**config.mk**
```make
export PLATFORM = sky130hd
export DESIGN_NAME = burst_addr_gen
export DESIGN_NICKNAME = d
export VERILOG_FILES = /design/src/rtl/bag_pkg.sv /design/src/rtl/bag_ctrl.sv /design/src/rtl/bag_regs.sv /design/src/rtl/bag_order.sv /design/src/rtl/burst_addr_gen.sv
export SDC_FILE = /design/constraint.sdc
export NUM_CORES = 1
export LEC_CHECK = 0
export ABC_AREA = 1
export ABC_CLOCK_PERIOD_IN_PS = 1190
export BUFFER_PORTS_ARGS = -buffer_cell sky130_fd_sc_hd__buf_2
export CAP_MARGIN = 20
export CORE_MARGIN = 1.5
export CORE_UTILIZATION = 42
export DETAILED_ROUTE_END_ITERATION = 8
export GPL_TIMING_DRIVEN = 0
export PLACE_DENSITY = 0.85
export SLEW_MARGIN = 0
export SYNTH_ARGS = -nofsm -noshare
export SYNTH_HDL_FRONTEND = slang
export SYNTH_SLANG_ARGS = --single-unit
```
**constraint.sdc**
```tcl
create_clock -name clk -period 1.19 [get_ports clk]
set_input_delay 0.119 -clock clk [delete_from_list [all_inputs] [get_ports clk]]
set_output_delay 0.119 -clock clk [all_outputs]
set_load 0.03 [all_outputs]
```
**src/rtl/bag_pkg.sv**
```systemverilog
package bag_pkg;

    typedef enum logic [1:0] {
        ST_IDLE  = 2'd0,
        ST_BURST = 2'd1,
        ST_DOZE  = 2'd2
    } bag_state_e;

    localparam int BEAT_W = 2;

endpackage

```
**src/rtl/bag_ctrl.sv**
```systemverilog
module bag_ctrl
    import bag_pkg::*;
(
    input  logic       clk,
    input  logic       rst,
    input  logic       adv,
    input  logic       sleep,
    output bag_state_e state_q,
    output logic       do_load,
    output logic       do_step
);

    bag_state_e state_d;

    // next-state selection
    always_comb begin
        state_d = state_q;
        unique case (state_q)
            ST_IDLE: begin
                if (!sleep && !adv) state_d = ST_BURST;  // T_LOAD
                else                state_d = ST_IDLE;   // T_HOLD / T_WAIT
            end
            ST_BURST: begin
                if (sleep) state_d = ST_DOZE;            // T_NAP
                else       state_d = ST_BURST;           // T_LOAD / T_STEP
            end
            ST_DOZE: begin
                if (sleep) state_d = ST_DOZE;            // T_HOLD
                else       state_d = ST_BURST;           // T_LOAD / T_STEP
            end
            default: state_d = ST_IDLE;
        endcase
    end

    // state register
    always_ff @(posedge clk) begin
        if (rst) state_q <= ST_IDLE;
        else     state_q <= state_d;
    end

    // output decode
    always_comb begin
        do_load = 1'b0;
        do_step = 1'b0;
        unique case (state_q)
            ST_IDLE: begin
                do_load = !sleep && !adv;
            end
            ST_BURST, ST_DOZE: begin
                do_load = !sleep && !adv;
                do_step = !sleep &&  adv;
            end
            default: begin
                do_load = 1'b0;
                do_step = 1'b0;
            end
        endcase
    end

endmodule

```
**src/rtl/bag_regs.sv**
```systemverilog
module bag_regs
    import bag_pkg::*;
#(
    parameter int AW = 20
) (
    input  logic              clk,
    input  logic              rst,
    input  logic              do_load,
    input  logic              do_step,
    input  logic [AW-1:0]     addr_in,
    output logic [AW-1:0]     base_q,
    output logic [BEAT_W-1:0] beat_q
);

    always_ff @(posedge clk) begin
        if (rst) begin
            base_q <= '0;
            beat_q <= '0;
        end else if (do_load) begin
            base_q <= addr_in;
            beat_q <= '0;
        end else if (do_step) begin
            beat_q <= beat_q + 1'b1;
        end
    end

endmodule

```
**src/rtl/bag_order.sv**
```systemverilog
module bag_order
    import bag_pkg::*;
(
    input  logic              order_sel,
    input  logic [BEAT_W-1:0] start_lo,
    input  logic [BEAT_W-1:0] beat,
    output logic [BEAT_W-1:0] addr_lo
);

    logic [BEAT_W-1:0] lin_lo;
    logic [BEAT_W-1:0] ilv_lo;

    assign lin_lo = start_lo + beat;

    for (genvar i = 0; i < BEAT_W; i++) begin : g_ilv
        assign ilv_lo[i] = start_lo[i] ^ beat[i];
    end

    assign addr_lo = order_sel ? ilv_lo : lin_lo;

endmodule

```
**src/rtl/burst_addr_gen.sv**
```systemverilog
module burst_addr_gen
    import bag_pkg::*;
#(
    parameter int AW = 20
) (
    input  logic              clk,
    input  logic              rst,
    input  logic              adv,
    input  logic              sleep,
    input  logic              order_sel,
    input  logic [AW-1:0]     addr_in,
    output logic [AW-1:0]     addr_out,
    output logic [BEAT_W-1:0] beat
);

    bag_state_e        state_q;
    logic              do_load;
    logic              do_step;
    logic [AW-1:0]     base_q;
    logic [BEAT_W-1:0] addr_lo;

    bag_ctrl u_ctrl (
        .clk     (clk),
        .rst     (rst),
        .adv     (adv),
        .sleep   (sleep),
        .state_q (state_q),
        .do_load (do_load),
        .do_step (do_step)
    );

    bag_regs #(.AW(AW)) u_regs (
        .clk     (clk),
        .rst     (rst),
        .do_load (do_load),
        .do_step (do_step),
        .addr_in (addr_in),
        .base_q  (base_q),
        .beat_q  (beat)
    );

    bag_order u_order (
        .order_sel (order_sel),
        .start_lo  (base_q[BEAT_W-1:0]),
        .beat      (beat),
        .addr_lo   (addr_lo)
    );

    assign addr_out = {base_q[AW-1:BEAT_W], addr_lo};

endmodule

```
After elaboration in Yosys (flattened, before gate mapping)
Index checks and enable logic that the tools add are counted.
Widths: inputs -> output; s select.
{ "word_totals": {"in_bits": 25, "output_inout_bits": 22, "reg_bits": 24, "word_cells": 23} }
{ "classes": {"eq_ne": 2, "reduce_logical": 8, "n_addsub": 2, "mux": 6, "n_bitwise": 2} }
{ "op_table": {"columns": ["op", "count"], "rows": [
  ["$mux 2", 2],
  ["$pmux 2 s2", 1],
  ["$reduce_or 2->1", 2],
  ["$mux 1", 3],
  ["$reduce_or 3->1", 1],
  ["$add 2x1->2 const B", 1],
  ["$add 2x2->2", 1],
  ["$eq 2x1->1 const B", 1],
  ["$eq 2x2->1 const B", 1],
  ["$logic_and 1x1->1", 2],
  ["$logic_not 1->1", 2],
  ["$logic_not 2->1", 1],
  ["$xor 1x1->1", 2]
]} }

Depth between registers and ports, before layout
{ "logic_depth": {"word_depth": 4, "mapped_depth": 8, "mapped_depth_nobuf": 8} }

By module
Synthesis repeated with hierarchy kept, for this count alone.
{ "hier_totals": {"hier_cells": 130, "hier_area_um2": 963.4} }
{ "by_module_without_submodules": {"columns": ["module", "area_per_inst_um2", "n_inst", "seq_area_each_um2", "cells_per_inst"], "rows": [
  ["bag_regs", 773.2, 1, 440.4, 98],
  ["bag_ctrl", 122.6, 1, 40.0, 17],
  ["bag_order", 67.6, 1, 0.0, 15]
]} }

Worst setup path after synthesis
Ideal clock, no wire load.
{ "synth_path": {"path_kind": "flip-flop to output port", "start": "register u_regs.beat_q[0]", "end": "output port addr_out[1]", "arrival_time_ps": 1184, "setup_slack_ps": -113, "t_required_ps": 1071, "n_path_buf": 0, "path_stages_with_launch": 8, "cell_sequence": "dfxtp_1 -> ha_1 -> inv_1 -> nor2_1 -> inv_1 -> nand2_1 -> nand2_1 -> inv_1"} }
{ "synth_between": {"elab_chain_len": 2} }
{ "synth_lines": {"columns": ["element", "line_no", "text"], "rows": [
  ["from (decl)", "bag_regs.sv:12", "output logic [BEAT_W-1:0] beat_q"],
  ["from (signal assigned)", "bag_regs.sv:23", "beat_q <= beat_q + 1'b1;"],
  ["$add 2x2->2", "bag_order.sv:13", "assign lin_lo = start_lo + beat;"],
  ["$mux 2", "bag_order.sv:19", "assign addr_lo = order_sel ? ilv_lo : lin_lo;"],
  ["to (decl)", "burst_addr_gen.sv:12", "output logic [AW-1:0] addr_out,"]
]} }
No other way between the ends.

Final worst setup path
Same ends and word-level chain as after synthesis.

==> impl_metrics.ini <==
[place]
io_buffers = 46
placed_cell_area_mm2 = 0.00140
post-place-ws_ps = -16.8
place_hpwl_um = 1540
place.gp.congestion = 0.698

[floorplanning]
core_area_mm2 = 0.00250
die_area_mm2 = 0.00301
num_io_pins = 47
rows = 18
die_y_um = 54.8
die_w_um = 54.8
start_util = 0.451

[timing]
rsz0062_at_grt = true
final_hold_viol_count = 0
finClkSkew_ps = 6.66
worstMarginPinSlew_ps = 207
slew_viol_final = 0
timing.final.ws_setup_ps = -167
finalSetupViolations = 1
fin_crit_sh = 1.14
min_period_ps = 1360
slew_headroom = 0.862
fmax_ghz = 0.737
finalSetupTns_ps = -167

[critical_path]
worstPathMaxFanout = 2
worst_setup_path_end_kind = primary output
critPathLaunchType = register
ff2ff_path_depth = 8
cp_data_arrival_time_ps = 1240
required_ps = 1070
critical_path_class = register to primary output

[clocking]
cts.sinks = 24
htree_levels = 1
cts_buffer_depth = 2
cts_buffers = 3
cts_tree = done
clkLatencyLatePin_ps = 310
cts-root-buf = clkbuf_4
clk_pin_slew_ps = 130

[grt]
grt.total_usage = 0.157
overflow = 0
grt_pass1_wl_um = 3270
grt_pass1_vias = 841
grt_max_degree = 14
antenna_found_initial = 0

[routing]
finalWirelength_um = 2120
via_per_inst = 4.37
dr.first_iter.drc_count = 7
drcViolationCount = 0
ant_nets = 0
drtPass1Iterations = 4
wl_per_cell_um = 9.16
dr_total_vias = 1010

[logic_synthesis]
ys_seq_elements = 24
yosysTopAreaCellShare = 0.426
ys_warn_count = 0
seq_area_frac_synth = 0.426
muxShareOfSynthArea = 0
ys_types = 19
synthesis.area_mm2 = 0.00113
synth_xor_area_frac = 0.0155
synthSimpleGateAreaFrac = 0.224
synth_top_area_cell = dfxtp_1
synth_compound_area_frac = 0.0931
synth_top_family_by_area = simple AND/OR/NAND/NOR gates
synthesis.nets = 176
synth_fa_ha_area_frac = 0.0333
synthCells = 148
yosys-top-cells-area = dfxtp_1 43%, nor2_1 15%, buf_4 12%
synth.avg_cell_area_um2 = 7.63

[final_layout]
final_cell_area_mm2 = 0.00152
syn2layout_area_growth_pct = 34.7
drive_above_1_share = 0.478
layout.cells.most_common_list = 44 x buf_2, 42 x nor2_1, 20 x buf_4, 20 x dfxtp_1, 19 x o21ai_1
layout_commonest_cell = buf_2
n_fill_cell = 245
n_antenna_cell = 0
nets = 230

[min_path]
hp-class = primary input to register
hold_path_depth = 3

[flow_run]
maxCapViolCount = 0

[run_status]
violations = negative setup slack
status = complete, but fails checks

[pwr]
vdd_drop_max_uv = 725
powerDensity_mw_per_mm2 = 1130
p_leak_nw = 0.783
power.total_mw = 1.72
[power breakdown]
part | switching, mW | total [mW] | internal [mW] | leakage [nW]
clock | 0.236 | 0.423 | 0.187 | 0.0210
combinational | 0.226 | 0.411 | 0.186 | 0.563
sequential | 0.0268 | 0.881 | 0.854 | 0.199
total | 0.489 | 1.72 | 1.23 | 0.783
[synthesized netlist by cell type]
| master | count |
|---|---|
| nor2_1 | 44 |
| dfxtp_1 | 24 |
| o21ai_1 | 19 |
| buf_4 | 18 |
| nand2_1 | 13 |
| inv_1 | 10 |
| buf_6 | 4 |
| ha_1 | 3 |
| clkbuf_1 | 2 |
| nand3_1 | 2 |
| a21oi_1 | 1 |
| inv_2 | 1 |
| inv_4 | 1 |
| nand2_4 | 1 |
| nor2_2 | 1 |
| nor2_4 | 1 |
| o21ai_0 | 1 |
| xnor2_1 | 1 |
| xor2_1 | 1 |
[flip-flops by register name, indices dropped and copies added, names as in the netlist]
signal	count
u_regs.beat_q	2
u_ctrl.state_q	2
u_regs.base_q	20
[metrics by stage]
stage	util	hold slack [ps]	instances
floorplan	-	188	148
global placement	0.559	324	224
detailed placement	0.559	330	224
CTS	0.593	23.3	230
global route	0.608	18.6	231
finish	0.608	30.3	231
[path summary, 6_finish.rpt]
kind | slack [ps] | startpoint | end
setup / recovery | -170 | u_regs.beat_q[0] | addr_out[1]
hold / removal | 30 | addr_in[15] | u_regs.base_q[15]
setup reg to reg | 30 | u_ctrl.state_q[0] | u_regs.beat_q[1]
hold reg to reg | 500 | u_regs.base_q[6] | u_regs.base_q[6]
[worst max-delay path, cell delays in order (launching register included)]
cell     delay [ps]
dfxtp_2         380
ha_4            130
inv_2            40
nor2_4           80
inv_2            30
nand2_1          50
nand2_1          40
inv_1            60
buf_6           120
[logic make-up after synthesis]
| group | count (synthesis) |
|---|---|
| AO/OA/AOI/OAI | 21 |
| XOR/XNOR | 2 |
| adder cells (fa/ha/maj) | 3 |
| buffers and inverters | 36 |
| flip-flops | 24 |
| AND/OR/NAND/NOR | 62 |
[per-layer routing]
metal / routed length, um / track usage / vias to the layer above
li1: - / - / 539
met1: 884 / 0.152 / 438
met4: 17 / 0.0500 / 0
met5: 0 / 0 / -
met2: 1080 / 0.296 / 31
met3: 133 / 0.0628 / 2
[area by class of cell]
class	instances	area, um^2	share of cell area
Sequential cell	24	485	0.319
Clock buffer	4	36.3	0.0239
Inverter	12	47.5	0.0313
Multi-Input combinational cell	88	455	0.300
Timing Repair Buffer	49	268	0.176
Buffer	24	190	0.125
Tap cell	30	37.5	0.0247
[repair_timing]
action,4_1_cts,5_1_grt
endpoints found under the setup margin,4,23
buffers inserted,1,1
hold buffers,1,0
resized for setup,10,15
pin swaps,3,4
hold endpoints to repair,2,0
Note: power is estimated with default switching activity, not from simulation.
